`src/rtl/bcg_pkg.sv`:
```
package bcg_pkg;
  localparam int STAT_W = 3;

  typedef enum logic [STAT_W-1:0] {
    ST_ACK   = 3'b000,
    ST_IORD  = 3'b001,
    ST_IOWR  = 3'b010,
    ST_HALT  = 3'b011,
    ST_FETCH = 3'b100,
    ST_MRD   = 3'b101,
    ST_MWR   = 3'b110,
    ST_PASS  = 3'b111
  } stat_e;

  typedef enum logic [2:0] {
    PH_IDLE,
    PH_T1,
    PH_T2,
    PH_T3,
    PH_TW,
    PH_T4
  } phase_e;

  typedef struct packed {
    logic rd_mem;
    logic rd_io;
    logic wr_mem;
    logic wr_io;
    logic ack;
  } kind_t;
endpackage

```
`src/rtl/bcg_decode.sv`:
```
module bcg_decode
  import bcg_pkg::*;
(
  input  logic              clk,
  input  logic              rst,
  input  logic [STAT_W-1:0] stat,
  output logic              start,
  output kind_t             kind
);
  logic [STAT_W-1:0] stat_q;

  always_ff @(posedge clk) begin
    if (rst) stat_q <= ST_PASS;
    else     stat_q <= stat;
  end

  assign start = (stat_q == ST_PASS) && (stat != ST_PASS) && (stat != ST_HALT);

  always_comb begin
    kind = '0;
    case (stat)
      ST_ACK:   kind.ack    = 1'b1;
      ST_IORD:  kind.rd_io  = 1'b1;
      ST_IOWR:  kind.wr_io  = 1'b1;
      ST_FETCH: kind.rd_mem = 1'b1;
      ST_MRD:   kind.rd_mem = 1'b1;
      ST_MWR:   kind.wr_mem = 1'b1;
      default:  kind = '0;
    endcase
  end

  // a start never comes from a kind-less code
  a_r2_start_has_kind: assert property (@(posedge clk) disable iff (rst)
    start |-> ($countones(kind) == 1));
endmodule

```
`src/rtl/bcg_phase.sv`:
```
module bcg_phase
  import bcg_pkg::*;
(
  input  logic   clk,
  input  logic   rst,
  input  logic   start,
  input  logic   ready,
  input  kind_t  kind_in,
  output phase_e phase_d,
  output kind_t  kind_d
);
  phase_e phase_q;
  kind_t  kind_q;

  always_comb begin
    phase_d = phase_q;
    kind_d  = kind_q;
    case (phase_q)
      PH_IDLE: if (start) begin
        phase_d = PH_T1;
        kind_d  = kind_in;
      end
      PH_T1:   phase_d = PH_T2;
      PH_T2:   phase_d = PH_T3;
      PH_T3,
      PH_TW:   phase_d = ready ? PH_T4 : PH_TW;
      PH_T4:   phase_d = PH_IDLE;
      default: phase_d = PH_IDLE;
    endcase
  end

  always_ff @(posedge clk) begin
    if (rst) begin
      phase_q <= PH_IDLE;
      kind_q  <= '0;
    end else begin
      phase_q <= phase_d;
      kind_q  <= kind_d;
    end
  end

  // a wait state persists until ready is seen
  a_r7_wait_holds: assert property (@(posedge clk) disable iff (rst)
    (phase_q == PH_TW && !ready) |=> (phase_q == PH_TW));
  // an idle block with no start stays idle
  a_r2_idle_stays: assert property (@(posedge clk) disable iff (rst)
    (phase_q == PH_IDLE && !start) |=> (phase_q == PH_IDLE));
  // T1 always leads to T2
  a_r3_t1_to_t2: assert property (@(posedge clk) disable iff (rst)
    (phase_q == PH_T1) |=> (phase_q == PH_T2));
endmodule

```
`src/rtl/bcg_outgen.sv`:
```
module bcg_outgen
  import bcg_pkg::*;
(
  input  logic   clk,
  input  logic   rst,
  input  phase_e phase_d,
  input  kind_t  kind_d,
  input  logic   cmd_en,
  input  logic   cmd_release,
  input  logic   iobus_mode,
  output logic   addr_latch,
  output logic   xcvr_en,
  output logic   xcvr_dir,
  output logic   mem_rd_n,
  output logic   mem_wr_n,
  output logic   mem_wr_adv_n,
  output logic   io_rd_n,
  output logic   io_wr_n,
  output logic   io_wr_adv_n,
  output logic   int_ack_n,
  output logic   casc_pden,
  output logic   cmd_oe
);
  logic act, late, busy, rd, gate, io_cyc;

  always_comb begin
    act    = (phase_d == PH_T2) || (phase_d == PH_T3) || (phase_d == PH_TW);
    late   = (phase_d == PH_T3) || (phase_d == PH_TW);
    busy   = (phase_d != PH_IDLE);
    rd     = kind_d.rd_mem | kind_d.rd_io | kind_d.ack;
    io_cyc = kind_d.rd_io | kind_d.wr_io | kind_d.ack;
    gate   = cmd_en && !cmd_release;
  end

  always_ff @(posedge clk) begin
    if (rst) begin
      addr_latch   <= 1'b0;
      xcvr_en      <= 1'b0;
      xcvr_dir     <= 1'b1;
      mem_rd_n     <= 1'b1;
      mem_wr_n     <= 1'b1;
      mem_wr_adv_n <= 1'b1;
      io_rd_n      <= 1'b1;
      io_wr_n      <= 1'b1;
      io_wr_adv_n  <= 1'b1;
      int_ack_n    <= 1'b1;
      casc_pden    <= 1'b0;
      cmd_oe       <= 1'b1;
    end else begin
      addr_latch   <= (phase_d == PH_T1);
      xcvr_en      <= act && cmd_en;
      xcvr_dir     <= !(busy && rd);
      mem_rd_n     <= !(act  && kind_d.rd_mem && gate);
      mem_wr_adv_n <= !(act  && kind_d.wr_mem && gate);
      mem_wr_n     <= !(late && kind_d.wr_mem && gate);
      io_rd_n      <= !(act  && kind_d.rd_io  && gate);
      io_wr_adv_n  <= !(act  && kind_d.wr_io  && gate);
      io_wr_n      <= !(late && kind_d.wr_io  && gate);
      int_ack_n    <= !(act  && kind_d.ack    && gate);
      casc_pden    <= iobus_mode ? !(act && cmd_en && io_cyc)
                                 : ((phase_d == PH_T1) && kind_d.ack);
      cmd_oe       <= !cmd_release;
    end
  end

  // the latch strobe lasts a single cycle
  a_r3_ale_single: assert property (@(posedge clk) disable iff (rst)
    addr_latch |=> !addr_latch);
  // a normal write is always covered by its advanced write
  a_r5_mem_wr_covered: assert property (@(posedge clk) disable iff (rst)
    !mem_wr_n |-> !mem_wr_adv_n);
  a_r5_io_wr_covered: assert property (@(posedge clk) disable iff (rst)
    !io_wr_n |-> !io_wr_adv_n);
  // at most one command family active
  a_r4_one_cmd: assert property (@(posedge clk) disable iff (rst)
    $countones({~mem_rd_n, ~mem_wr_adv_n, ~io_rd_n, ~io_wr_adv_n, ~int_ack_n}) <= 1);
  // command enable off silences everything
  a_r8_cen_off: assert property (@(posedge clk) disable iff (rst)
    !cmd_en |=> (!xcvr_en && mem_rd_n && mem_wr_adv_n && io_rd_n && io_wr_adv_n && int_ack_n));
  // release drops the drive enable and the commands
  a_r9_release: assert property (@(posedge clk) disable iff (rst)
    cmd_release |=> (!cmd_oe && mem_rd_n && mem_wr_n && io_rd_n && io_wr_n && int_ack_n));
endmodule

```
`src/rtl/bus_cmd_gen.sv`:
```
module bus_cmd_gen
  import bcg_pkg::*;
(
  input  logic              clk,
  input  logic              rst,
  input  logic [STAT_W-1:0] status_in,
  input  logic              ready,
  input  logic              cmd_en,
  input  logic              cmd_release,
  input  logic              iobus_mode,
  output logic              addr_latch,
  output logic              xcvr_en,
  output logic              xcvr_dir,
  output logic              mem_rd_n,
  output logic              mem_wr_n,
  output logic              mem_wr_adv_n,
  output logic              io_rd_n,
  output logic              io_wr_n,
  output logic              io_wr_adv_n,
  output logic              int_ack_n,
  output logic              casc_pden,
  output logic              cmd_oe
);
  logic   start;
  kind_t  kind_now;
  phase_e phase_d;
  kind_t  kind_d;

  bcg_decode u_dec (
    .clk(clk), .rst(rst), .stat(status_in), .start(start), .kind(kind_now)
  );

  bcg_phase u_ph (
    .clk(clk), .rst(rst), .start(start), .ready(ready), .kind_in(kind_now),
    .phase_d(phase_d), .kind_d(kind_d)
  );

  bcg_outgen u_out (
    .clk(clk), .rst(rst), .phase_d(phase_d), .kind_d(kind_d),
    .cmd_en(cmd_en), .cmd_release(cmd_release), .iobus_mode(iobus_mode),
    .addr_latch(addr_latch), .xcvr_en(xcvr_en), .xcvr_dir(xcvr_dir),
    .mem_rd_n(mem_rd_n), .mem_wr_n(mem_wr_n), .mem_wr_adv_n(mem_wr_adv_n),
    .io_rd_n(io_rd_n), .io_wr_n(io_wr_n), .io_wr_adv_n(io_wr_adv_n),
    .int_ack_n(int_ack_n), .casc_pden(casc_pden), .cmd_oe(cmd_oe)
  );
endmodule

```
`config.mk`:
```
export PLATFORM = sky130hd
export DESIGN_NAME = bus_cmd_gen
export DESIGN_NICKNAME = d
export VERILOG_FILES = /design/src/rtl/bcg_pkg.sv /design/src/rtl/bcg_decode.sv /design/src/rtl/bcg_phase.sv /design/src/rtl/bcg_outgen.sv /design/src/rtl/bus_cmd_gen.sv
export SDC_FILE = /design/constraint.sdc
export NUM_CORES = 1
export LEC_CHECK = 0
export BUFFER_PORTS_ARGS = -buffer_cell sky130_fd_sc_hd__buf_2
export CAP_MARGIN = 30
export CELL_PAD_IN_SITES_DETAIL_PLACEMENT = 0
export CELL_PAD_IN_SITES_GLOBAL_PLACEMENT = 1
export CORE_MARGIN = 2
export CORE_UTILIZATION = 45
export CTS_BUF_LIST = sky130_fd_sc_hd__clkbuf_4 sky130_fd_sc_hd__clkbuf_8
export DETAILED_ROUTE_END_ITERATION = 6
export GPL_TIMING_DRIVEN = 0
export PLACE_DENSITY = 0.89
export RECOVER_POWER = 50
export SKIP_CTS_REPAIR_TIMING = 1
export SYNTH_ARGS = -nofsm -noshare
export SYNTH_HDL_FRONTEND = slang
export SYNTH_HIERARCHICAL = 1
export SYNTH_SLANG_ARGS = --single-unit
```
`constraint.sdc`:
```
create_clock -name clk -period 4.5 [get_ports clk]
set_input_delay 0.45 -clock clk [delete_from_list [all_inputs] [get_ports clk]]
set_output_delay 0.45 -clock clk [all_outputs]
set_load 0.1 [all_outputs]
```
---- Word level (Yosys, flattened, before mapping) ----
Index checks and enable logic that the tools add are counted.
W data, S select, Z words.
cells by class
  add/sub/neg operators ................... 0
  multiply operators ...................... 0
  divide/modulo/power cells ............... 0
  $lt $le $gt $ge ......................... 0
  equal/unequal tests ..................... 16
  shift operators ......................... 0
  mux-type cells .......................... 11
  bitwise gates (word level) .............. 4
  reductions and logical operators ........ 39
operators with widths
  cell                  count
  $logic_and A1 B1 Y1   21
  $eq A3 B3 Y1 const B  6
  $eq A3 B2 Y1 const B  5
  $pmux W3 S4           1
  $logic_not A1 Y1      10
  $mux W5               2
  $eq A3 B1 Y1 const B  3
  $mux W1               7
  $logic_not A3 Y1      2
  $or A1 B1 Y1          4
  $reduce_or A2 Y1      2
  $logic_or A1 B1 Y1    3
  $mux W3               1
  $ne A3 B2 Y1 const B  1
  $ne A3 B3 Y1 const B  1
  $reduce_bool A3 Y1    1
storage, ports and cells
  register bits ........................... 23
  bits in latches ......................... 0
  RAM bits ................................ 0
  ROM bits ................................ 0
  input port bits ......................... 9
  output and inout bits ................... 12
  word-level logic and storage cells ...... 89
  memories ................................ 0

---- Depth between registers and ports, before layout ----
Gate-level depths: netlist of the first run.
  depth after elaboration ................. 12
  depth in mapped cells ................... 7
  gate-level depth less buffers ........... 7

---- Hierarchy ----
The synthesis of the first run kept the hierarchy.
by module, submodules not included
  module      instances  cells each  area each (um^2)  sequential area each (um^2)
  bcg_outgen  1          34          390.4             240.2
  bcg_phase   1          31          357.8             160.2
  bcg_decode  1          13          133.9             60.1

---- Worst setup path after synthesis of the first run ----
No wires, ideal clock.
  path type ............................... input port to flip-flop
  from .................................... input status_in[0]
  to ...................................... register u_out.casc_pden
  setup time .............................. 0.072 ns
  arrival ................................. 1.816 ns
  required time ........................... 4.428 ns
  path slack .............................. 2.613 ns
  stages .................................. 5
  buffers on the path ..................... 0
  cells stage by stage .................... a21oi_1 nor4b_4 mux2_2 o311ai_0 a2bb2oi_1
RTL lines
  item                  line              RTL
  from (decl)           bus_cmd_gen.sv:6  input logic [STAT_W-1:0] status_in,
  to (signal assigned)  bcg_outgen.sv:60  casc_pden <= iobus_mode ? !(act && cmd_en && io_cyc)
  to (decl)             bcg_outgen.sv:21  output logic casc_pden,

==> results list, run 1 <==
- Status: finished clean
- Row generation in the floorplan step produced 16 rows.
- Endpoint with the worst hold slack: u_out/cmd_oe
* Achievable frequency: 0.485 GHz
- Total wire length after detailed routing: 1550 microns
* Yosys warning total: 6
* Cell internal power dissipation: 291 uW
- DRC errors left: 0
* Source of the worst register-to-register timing path: u_dec/stat_q[1]
- Number of buffers inserted during clock tree synthesis: 3
- Global route overflow: 0
* Detail Route Antenna Nets: 0
* Effective utilization at floorplan: 46.4%
* Element type at the critical path end: flip-flop
- After layout, the worst path uses 45.8% of the clock period.
* Worst Clk Skew: 0.00420 ns
- Max-capacitance violation count: 0
- Setup violations remaining at the end of the flow were counted as 0.
- Entering global routing, the biggest net connects 18 pins.
- The root buffer cell chosen for the clock tree is sky130_fd_sc_hd__clkbuf_4.
* Total number of vias: 629
- Clock Path Buffers: 2
* I/O pins: 21
* Pwr per Cell Area: 433 nW/um^2
* Die span in y: 48.3 microns
- Global placer's final weighted congestion: 0.655
* Total of flip-flops plus latches after synthesis: 23
- The initial antenna violation count is 0.
- EDFF count, synth: 0
* Maximum fanout encountered on the critical timing path: 5
- Number of max-slew violations in the final report: 0
* Post-synthesis cell count: 78
* Sum of negative setup slack: 0 ns
- Setup repair after global routing missed its margin: false
- Largest vdd supply drop: 0.225 mV
- Register with the most flip-flops: u_ph/kind_q
- Leak: 0.399 nW
- Area added between synthesis and finish: 16.7%
- The tree built by TritonCTS fans out to 23 sinks.
- Largest regs: u_ph/kind_q x5, u_dec/stat_q x3, u_ph/phase_q x3
* Required time at the worst-slack endpoint: 4.74 ns
- For the worst setup path, the data arrival time is 2.30 ns.
* Average detailed-routed wire length per instance: 12.0 microns
* Hold Vio Cnt, Final: 0
- Before antenna repair, the detailed router went through 4 iterations.
- For this run, the leading register cell type out of synthesis is sky130_fd_sc_hd__dfxtp_1.
- In the final layout, the share of cells above drive strength 1 is 23.5%.
- Clock slew seen by the registers of the worst setup and hold paths: 0.12 ns
* Setup slack of the most critical reg-to-reg path: 2.44 ns
* Most instantiated cells after synthesis: sky130_fd_sc_hd__dfxtp_1 (23), sky130_fd_sc_hd__nand2_1 (7), sky130_fd_sc_hd__and2b_1 (5), sky130_fd_sc_hd__mux2_2 (5)
- After layout, the worst setup slack is 2.44 ns.
* Flop pwr share: 51.3%
* Vias per cell: 4.88
- The endpoint identified for the worst register-to-register timing path is u_out/casc_pden.
* Number of distinct library cells after synthesis: 26
* Max reg flops: 5
- After legalization and detailed placement, the total HPWL measured 1140 microns.
- The startpoint identified for the worst hold timing path is cmd_release.
- The final layout contains 112 nets.
- Share of flip-flops with an asynchronous set or reset after synthesis: 0%
- The first global-routing pass estimated 2400 microns of wire.
- Post-placement setup slack: 2.19 ns
- Along the worst hold path, the cell count comes to 2.
- Port buffering added 20 buffers.
* Clock H-tree levels: 1
* Overall fraction of global-route tracks in use: 15.0%
- Summed over all instances, the cell type with the most area after synthesis is sky130_fd_sc_hd__dfxtp_1.
- Switching share of power: 34.7%
- The later pin in the worst-skew pair is clocked with a latency of 0.30 ns.
- After floorplanning, the core was sized to cover 1900 sq um.
* Post-synthesis cell area: 882 sq um
- In this run the power spent charging and discharging nets is 155 uW.
* CTS tree: yes
* First-iteration detailed-routing DRC count: 5
* Critical path class: flip-flop to flip-flop
- Counting I/O delays and the setup requirement, the final critical path takes 2.06 ns.
- Measured along the x axis, the die boundary spans 48.3 microns.
* Number of diodes added for antenna fixing: 0
- Leading cell types by total area after synthesis: sky130_fd_sc_hd__dfxtp_1 (52%), sky130_fd_sc_hd__mux2_2 (6.4%), sky130_fd_sc_hd__and2b_1 (4.3%), sky130_fd_sc_hd__nor3b_2 (4.3%), sky130_fd_sc_hd__nand2_1 (3.0%)
- By instance count, the leading cell after synthesis is sky130_fd_sc_hd__dfxtp_1.
- Syn nets: 87
- At the pin with the least slew margin, the transition time is 1.17 ns.
- The number of global-route vias before repair is 580.
* Mean instance size in the synthesized netlist: 11.3 sq um
- Combinational group share of total power: 28.2%
- Sequential area share after synthesis: 52.2%
- The die covers 2330 sq um.
* Clk network pwr share: 20.4%
* Class of the tightest hold or removal check: input pin to flip-flop
- The worst pin sits at a relative slew slack of 22.3%.
* Share of the synthesized area in the top cell type: 52.2%
* Worst setup SP type: flip-flop
- Depth of the worst register-to-register path: 6
==> cell type report <==
type | count | area, sq um
multi-input cells | 55 | 422
flip-flops and latches | 23 | 460
fillers | 184 | 872
well taps | 27 | 33.8
repair buffers | 20 | 86.3
clock inverters | 1 | 5.00
clock buffers | 3 | 22.5
==> layout by cell type (no fill, tap or decap) <==
cell type	Yosys	routed
sky130_fd_sc_hd__dfxtp_1	23	23
sky130_fd_sc_hd__clkbuf_1	0	11
sky130_fd_sc_hd__buf_2	0	9
sky130_fd_sc_hd__nand2_1	7	7
sky130_fd_sc_hd__mux2_2	5	5
sky130_fd_sc_hd__and2b_1	5	5
sky130_fd_sc_hd__nor2b_1	4	4
sky130_fd_sc_hd__nor3_1	4	4
sky130_fd_sc_hd__clkbuf_4	0	3
sky130_fd_sc_hd__nor3b_2	3	3
sky130_fd_sc_hd__or2_1	3	3
sky130_fd_sc_hd__nor2_1	3	3
sky130_fd_sc_hd__o211ai_1	3	3
sky130_fd_sc_hd__nand2b_1	3	3
sky130_fd_sc_hd__clkinv_2	0	1
sky130_fd_sc_hd__and3b_1	1	1
sky130_fd_sc_hd__nand3_1	1	1
sky130_fd_sc_hd__a21oi_1	1	1
sky130_fd_sc_hd__nor4b_2	1	1
sky130_fd_sc_hd__nor3b_1	1	1
sky130_fd_sc_hd__or3_1	1	1
sky130_fd_sc_hd__o211a_4	1	1
sky130_fd_sc_hd__o311ai_0	1	1
sky130_fd_sc_hd__a2bb2oi_1	1	1
sky130_fd_sc_hd__xnor2_1	1	1
sky130_fd_sc_hd__o21bai_1	1	1
sky130_fd_sc_hd__nand3b_1	1	1
sky130_fd_sc_hd__nand4bb_1	1	1
sky130_fd_sc_hd__o22ai_1	1	1
sky130_fd_sc_hd__nor4b_4	1	1
==> power groups by stage <==
stage,combinational [mW],clock [mW],sequential (mW)
5_1_grt,0.135,0.103,0.230
2_1_floorplan,0.0612,0,0.274
4_1_cts,0.128,0.0965,0.228
3_3_place_gp,0.126,0,0.232
6_report,0.126,0.0910,0.229
3_5_place_dp,0.128,0,0.233
==> stage by stage <==
| step | utilization (%) | instance area [sq um] | power, mW | hold slack [ns] | cells |
|---|---|---|---|---|---|
| 3_5_place_dp | 53.4 | 1020 | 0.361 | 0.553 | 125 |
| 5_1_grt | 54.1 | 1030 | 0.468 | 0.320 | 129 |
| 4_1_cts | 54.9 | 1040 | 0.453 | 0.306 | 129 |
| 2_1_floorplan | - | 882 | 0.335 | 0.522 | 78 |
| 3_3_place_gp | 53.4 | 1020 | 0.358 | 0.535 | 125 |
| 6_report | 54.1 | 1030 | 0.445 | 0.318 | 129 |
==> worst max-delay path by stage <==
| stage | slack, ns | endpoint | startpoint | cells after the start |
|---|---|---|---|---|
| finish | 2.44 | u_out/casc_pden | u_dec/stat_q[1] | 6 |
| global route | 2.24 | u_out/casc_pden | u_dec/stat_q[1] | 6 |
| CTS | 2.40 | u_out/casc_pden | u_dec/stat_q[1] | 6 |
| detailed placement | 2.19 | u_out/casc_pden | status_in[0] | 6 |
| global placement | 2.27 | u_out/casc_pden | status_in[0] | 6 |
| floorplan | 2.61 | u_out/casc_pden | status_in[0] | 5 |
==> critical path: stages, from the launching register on <==
cell and delay, ns:
sky130_fd_sc_hd__dfxtp_1 0.33, sky130_fd_sc_hd__nand3_1 0.07, sky130_fd_sc_hd__a21oi_1 0.18, sky130_fd_sc_hd__nor4b_4 0.41, sky130_fd_sc_hd__mux2_2 0.44, sky130_fd_sc_hd__o311ai_0 0.40
sky130_fd_sc_hd__a2bb2oi_1 0.18
==> per-layer routing <==
layer / vias to the layer above / global-route usage (%) / share of wire, %
li1: 321 / - / -
met1: 297 / 18.1 / 47
met2: 11 / 25.3 / 49
met3: 0 / 3.33 / 3.7
met4: 0 / 6.49 / 0
met5: - / 0 / 0
==> cell families after synthesis <==
group                     share of synthesized area [%]
muxes                                              6.38
and+or+nand+nor                                    31.8
AOI/OAI and AO/OA                                  8.65
DFF                                                52.2
xor gates and xnor gates                          0.993
Note: power is estimated with default switching activity, not from simulation.
==> run 2: changes to the inputs <==
--- a/config.mk
+++ b/config.mk
@@ -10,11 +10,11 @@
 export CELL_PAD_IN_SITES_DETAIL_PLACEMENT = 0
 export CELL_PAD_IN_SITES_GLOBAL_PLACEMENT = 1
 export CORE_MARGIN = 2
-export CORE_UTILIZATION = 45
+export CORE_UTILIZATION = 42
 export CTS_BUF_LIST = sky130_fd_sc_hd__clkbuf_4 sky130_fd_sc_hd__clkbuf_8
 export DETAILED_ROUTE_END_ITERATION = 6
 export GPL_TIMING_DRIVEN = 0
-export PLACE_DENSITY = 0.89
+export PLACE_DENSITY = 0.84
 export RECOVER_POWER = 50
 export SKIP_CTS_REPAIR_TIMING = 1
 export SYNTH_ARGS = -nofsm -noshare
==> constraint.sdc (replaced) <==
create_clock -name clk -period 2 [get_ports clk]
set_input_delay 0.2 -clock clk [delete_from_list [all_inputs] [get_ports clk]]
set_output_delay 0.2 -clock clk [all_outputs]
set_load 0.1 [all_outputs]
==> results list, run 2 (synthesized netlist as in run 1, its figures left out) <==
* Max-slew headroom at the worst pin: 21.7% (-0.65 points)
* Overall fraction of global-route tracks in use: 13.4% (-1.5 points)
* I/O pins: 21 (unchanged)
- Clock Path Buffers: 2 (unchanged)
* Element type at the critical path end: flip-flop
- CTS tree: yes
- The run finished with clean final reports.
- Leading cell type in the layout, fill and taps excluded: sky130_fd_sc_hd__dfxtp_1
- Worst-Skew Late Latency: 0.30 ns (about the same)
- Area added between synthesis and finish: 18.6%
* Critical path class: flip-flop to flip-flop
- The initial cell density of the core came to 45.0% (-1.4 points).
- The area of the multi-input gates is 425 sq um (+0.89%).
* Cell family with the largest share of critical-path delay: compound AO/OA/AOI/OAI gates
* Start point of the critical path: u_dec/stat_q[2]
- Number of global-route vias before repair: 592 (+2.1%)
- First-iteration detailed-routing DRC count: 4 (-1)
* Estimated wirelength of the detail-placed design: 1130 microns (-0.77%)
- The overall die area was 2480 sq um (+6.5%).
- The required time of the critical path was 2.24 ns (-2.50 ns).
- The worst setup path is launched from a flip-flop.
- The tree is rooted in a sky130_fd_sc_hd__clkbuf_4.
- The overall die width is 49.8 microns (+3.2%).
* Depth of the critical timing path with buffers and inverters included: 7 (+1)
* Number of cells after detailed placement: 125 (unchanged)
- The max capacitance violation total came to 0 (unchanged).
- Number of cell rows: 16 (unchanged)
* Largest regs: u_ph/kind_q x5, u_dec/stat_q x3, u_ph/phase_q x3
* CTS sink cnt: 23 (unchanged)
* Clock slew seen by the registers of the worst setup and hold paths: 0.12 ns (about the same)
- The final estimated routing congestion in global placement is 0.700 (+6.9%).
- The vertical extent of the die came to 49.8 microns (+3.2%).
* Fraction of layout instances using a drive strength above 1: 24.0% (+0.51 points)
- Fin cells: 131 (+1.6%)
* Achievable frequency: 0.536 GHz (+10%)
- The static power due to leakage was 0.409 nW (+2.4%).
- The via count came to 639 (+1.6%).
- Worst flop-to-flop path endpoint: u_out/casc_pden
* Setup slack of the most critical reg-to-reg path: 0.13 ns (-2.30 ns)
- Clock H-tree levels: 1 (unchanged)
- Largest net degree at the start of global routing: 18 (unchanged)
- The final routed wire length divided by cell count is 12.4 microns (+2.7%).
* Setup violations, final: 0 (unchanged)
- Arrival time worst endpoint: 2.11 ns (-0.19 ns)
- Slowest cell on the critical path: sky130_fd_sc_hd__mux2_2
- Following the worst setup path forward leads to its endpoint at u_out/casc_pden.
- The peak per-stage delay on the critical path was 0.38 ns (-0.06 ns).
- Hold Vio Cnt, Final: 0 (unchanged)
- The number of nets in the finished design is 114 (+1.8%).
- The utilization after layout is 53.3% (-0.83 points).
- Most frequent cells in the layout: sky130_fd_sc_hd__dfxtp_1 (23), sky130_fd_sc_hd__clkbuf_1 (13), sky130_fd_sc_hd__buf_2 (7), sky130_fd_sc_hd__nand2_1 (7)
- WP buf/inv: 1 (+1)
- Class of the tightest hold or removal check: input pin to flip-flop
- Setup repair after global routing left no endpoint under its margin.
* Number of buffers added on ports: 20 (unchanged)
* Filler Cell Count: 208 (+13%)
- Post-layout instance area: 1050 sq um (+1.6%)
- Depth of the worst register-to-register path: 7 (+1)
- The initial antenna violation count was 0 (unchanged).
- DRC errors left: 0 (unchanged)
- Max reg flops: 5 (unchanged)
* Sum of negative setup slack: 0 ns (unchanged)
- Register with the most flip-flops: u_ph/kind_q
- Fraction of the cycle the final worst path needs: 93.4% (+48 points)
* DRT Pass-1 Iters: 2 (-2)
* Area after DPL: 1020 sq um (unchanged)
- Number of buffers inserted during clock tree synthesis: 3 (unchanged)
* Maximum fanout encountered on the critical timing path: 5 (unchanged)
* Worst hold path stage count: 2 (unchanged)
* Actual transition at the worst max-transition pin: 1.18 ns (+0.00973 ns)
- The mean number of vias per cell is 4.88 (about the same).
- The register area came to 460 sq um (unchanged).
* Pwr per Cell Area: 977 nW/um^2 (+130%)
* Source of the worst register-to-register timing path: u_dec/stat_q[2]
* Detail Route Antenna Nets: 0 (unchanged)
* Worst Clk Skew: 0.000867 ns (-0.00333 ns)
- Number of diodes added for antenna fixing: 0 (unchanged)
- The wire length reported by the detailed router is 1620 microns (+4.3%).
* Core area: 1960 sq um (+3.2%)
- Largest vdd supply drop: 0.589 mV (+160%)
- Global route overflow: 0 (unchanged)
* Tmin final: 1.87 ns (-0.196 ns)
- Global-route wire length before repair: 2540 microns (+5.7%)
* List of cells traversed by the critical path: nand3_1, a21oi_2, nor4b_4, buf_4, mux2_2, o311ai_1, a2bb2oi_1
- Number of max-slew violations in the final report: 0 (unchanged)
==> run 2: changes by cell type in the layout (fill, tap and decap cells not counted) <==
cell / delta
sky130_fd_sc_hd__a21oi_1: -1
sky130_fd_sc_hd__a21oi_2: +1
sky130_fd_sc_hd__buf_2: -2
sky130_fd_sc_hd__buf_4: +2
sky130_fd_sc_hd__clkbuf_1: +2
sky130_fd_sc_hd__o311ai_0: -1
sky130_fd_sc_hd__o311ai_1: +1
==> run 2: layer usage <==
metal  GRT usage, %  wire length (microns)
met5              0                      0
met3           2.12                     76
met2           24.2                    794
met4           4.17                      0
met1           16.2                    748
==> run 2: worst min-delay path by stage <==
| stage | from | endpoint |
|---|---|---|
| final | cmd_release | u_out/cmd_oe |
| after global routing | cmd_release | u_out/cmd_oe |
| after CTS | cmd_release | u_out/cmd_oe |
| after detailed placement | cmd_release | u_out/cmd_oe |
| after global placement | cmd_release | u_out/cmd_oe |
| after floorplan | rst | u_ph/phase_q[0] |
==> run 2: metrics by stage <==
step	hold slack (ns)	worst slack, ns	power, mW
2_1_floorplan	0.272	0.224	0.754
3_3_place_gp	0.388	0.0313	0.807
3_5_place_dp	0.390	-0.0101	0.813
4_1_cts	0.0607	-0.0308	1.02
5_1_grt	0.0604	0.00104	1.07
6_report	0.0641	0.133	1.02
==> run 2: area by class of cell <==
class	instances	share of cell area (%)
flip-flops and latches	23	44.0
multi-input cells	55	40.7
repair buffers	22	9.45
well taps	27	3.23
clock buffers	3	2.15
clock inverters	1	0.478
==> run 2: power by group <==
group          leakage, nW  internal [mW]  switching [mW]
clock               0.0177         0.0745           0.136
combinational        0.203          0.100           0.196
sequential           0.188          0.488          0.0268
total                0.409          0.663           0.359
==> run 3: changes to the inputs <==
==> constraint.sdc (replaced) <==
create_clock -name clk -period 2 [get_ports clk]
set_input_delay 0.6 -clock clk [delete_from_list [all_inputs] [get_ports clk]]
set_output_delay 0.6 -clock clk [all_outputs]
set_load 0.1 [all_outputs]
==> results list, run 3 (synthesized netlist as in run 1, its figures left out) <==
* Leak: 0.442 nW (+8.0%)
- Post-layout instance area: 1060 sq um (+1.6%)
- The worst hold path begins at cmd_release.
- Walking the worst path, the cells encountered are buf_2, a21oi_1, nor4b_4, buf_4, mux2_4, o311ai_1, a2bb2oi_1.
* Leading cell type in the layout, fill and taps excluded: sky130_fd_sc_hd__dfxtp_1
* Number of buffers inserted during clock tree synthesis: 3 (unchanged)
* Worst-Skew Late Latency: 0.30 ns (about the same)
- Setup repair after global routing left no endpoint under its margin.
* Clock slew seen by the registers of the worst setup and hold paths: 0.12 ns (about the same)
- Depth of the critical timing path with buffers and inverters included: 7 (unchanged)
- Area after DPL: 1030 sq um (+1.1%)
- Worst hold slack: 0.466 ns (+0.401 ns)
- The flow ran to the end, and the final reports show no timing, DRC or antenna violations.
* CTS sink cnt: 23 (unchanged)
- STA classifies the critical path endpoint as a flip-flop.
- The total DRC errors in the routed layout was 0 (unchanged).
- The overall die area was 2480 sq um (unchanged).
- Largest regs: u_ph/kind_q x5, u_dec/stat_q x3, u_ph/phase_q x3
- The number of standard cells in the layout, taps in and fillers out was 131 (unchanged).
- Maximum fanout encountered on the critical timing path: 6 (+1)
* Area added between synthesis and finish: 20.4%
- The cell area power density is 956 nW/um^2 (-2.1%).
- The worst setup slack for register-to-register paths came to 0.12 ns (about the same).
- Total number of vias: 651 (+1.9%)
- The peak supply drop came to 0.526 mV (-11%).
- The ratio of final minimum period to clock period was 96.6% (+3.2 points).
- Switching share of power: 34.4% (-0.72 points)
* Number of diodes added for antenna fixing: 0 (unchanged)
* Worst setup SP type: input pin
- The number of H-tree levels is 1 (unchanged).
- Tmin final: 1.93 ns (+0.0645 ns)
- The mean number of vias per cell is 4.97 (+1.9%).
- Overall fraction of global-route tracks in use: 12.9% (-0.53 points)
- The half-perimeter wire length of the detailed placement result is 1080 microns (-4.4%).
* Global-route wire length before repair: 2510 microns (-1.1%)
- Slowest cell on the critical path: sky130_fd_sc_hd__o311ai_1
- The arrival time of the worst setup path was 2.18 ns (+0.07 ns).
- Max-slew headroom at the worst pin: 58.6% (+37 points)
* Clock Path Buffers: 2 (unchanged)
- Worst setup margin: 0.0684 ns (-0.0645 ns)
* Depth of the worst register-to-register path: 7 (unchanged)
- The endpoint identified for the worst register-to-register timing path is u_out/casc_pden.
- Effective utilization at floorplan: 45.0% (unchanged)
- The total chip power came to 1.02 mW (-0.58%).
- The count of nets left with antenna violations after detail routing was 0 (unchanged).
* Hold Vio Cnt, Final: 0 (unchanged)
* Number of max-slew violations in the final report: 0 (unchanged)
- The length of the first detailed-routing pass in iterations came to 5 (+3).
- The worst-margin pin slew came to 0.620 ns (-0.559 ns).
- In this run the worst setup path terminates at u_out/casc_pden.
- The number of cell rows came to 16 (unchanged).
* Maximum single-stage delay on the critical path: 0.34 ns (-0.04 ns)
- The total negative slack for setup checks was 0 ns (unchanged).
- Number of antenna violations at the first check in global routing: 0 (unchanged)
- The clock tree skew after final layout was 0.00486 ns (+0.00399 ns).
- CTS Root Buffer Type: sky130_fd_sc_hd__clkbuf_4
- The critical path is of the input pin to flip-flop type.
- The overall die width is 49.8 microns (unchanged).
* Number of cells after detailed placement: 125 (unchanged)
- The worst register-to-register path begins at u_dec/stat_q[1].
* Average detailed-routed wire length per instance: 11.4 microns (-8.1%)
- The max capacitance violation total was 0 (unchanged).
- Total wire length after detailed routing: 1490 microns (-8.1%)
* Setup violations, final: 0 (unchanged)
- Broken down by cell family, the worst path's largest delay share belongs to compound AO/OA/AOI/OAI gates.
- I/O pins: 21 (unchanged)
- Clk network pwr share: 20.3% (-0.3 points)
* Number of buffers added on ports: 20 (unchanged)
- TritonCTS built the clock tree.
* Largest net degree at the start of global routing: 18 (unchanged)
- The final estimated routing congestion in global placement came to 0.720 (+2.9%).
* Most frequent cells in the layout: sky130_fd_sc_hd__dfxtp_1 (23), sky130_fd_sc_hd__buf_2 (13), sky130_fd_sc_hd__nand2_1 (7)
- The fraction of power consumed by sequential logic is 50.5% (about the same).
- The area of the core region is 1960 sq um (unchanged).
- The cell-internal power came to 667 uW (+0.52%).
- Ranked by flip-flop count, first place goes to u_ph/kind_q.
* Global route overflow: 0 (unchanged)
- The DRC marker count from the first detailed-route iteration is 6 (+2).
* Number of global-route vias before repair: 586 (-1.0%)
- Max reg flops: 5 (unchanged)
- The switching power of the nets is 349 uW (-2.6%).
- Required time at the worst-slack endpoint: 2.24 ns (about the same)
- The fraction of power consumed by combinational cells is 29.2% (+0.2 points).
- The number of nets in the finished design is 114 (unchanged).
- The worst slack at placement came to -0.325 ns (-0.315 ns).
* Die span in y: 49.8 microns (unchanged)
- The total buffers and inverters traversed by the critical path came to 2 (+1).
- The utilization after layout is 54.1% (+0.83 points).
- The most critical setup path has its startpoint at status_in[0].
* Achievable frequency: 0.518 GHz (-3.3%)
- The share of post-route cells with drive strength above 1 came to 33.7% (+9.6 points).
* Class of the tightest hold or removal check: input pin to flip-flop
-- run 3: cell types whose count changed in the layout (fill, tap and decap cells not counted), sizes merged --
| cell | delta |
|---|---|
| clkbuf | -6 |
| buf | +6 |
-- run 3: worst min-delay path by stage --
| stage | endpoint | slack, ns | cells past startpoint |
|---|---|---|---|
| 4_1_cts | u_out/cmd_oe | 0.46 | 2 |
| 2_1_floorplan | u_out/io_wr_adv_n | 0.52 | 2 |
| 3_3_place_gp | u_out/io_rd_n | 0.55 | 2 |
| 3_5_place_dp | u_out/io_rd_n | 0.55 | 2 |
| 5_1_grt | u_out/cmd_oe | 0.47 | 2 |
| 6_report | u_out/cmd_oe | 0.47 | 2 |
-- run 3: power by group through the flow --
stage	combinational, mW	clock, mW	sequential (mW)
floorplan	0.143	0	0.616
global placement	0.288	0	0.522
detailed placement	0.289	0	0.524
CTS	0.290	0.212	0.513
global route	0.315	0.230	0.518
finish	0.297	0.206	0.513
-- run 3: per-layer routing --
layer	vias up	routed length (microns)	GRT usage, %
met5	-	0	0
met4	0	21	7.41
met3	2	54	3.03
li1	328	-	-
met1	301	682	14.6
met2	20	730	22.0
-- run 3: final cells by class --
cell class / instances / area (sq um)
Clock buffer: 3 / 22.5
Clock inverter: 1 / 5.00
Fill cell: 186 / 900
Multi-Input combinational cell: 55 / 427
Sequential cell: 23 / 460
Tap cell: 27 / 33.8
Timing Repair Buffer: 22 / 114
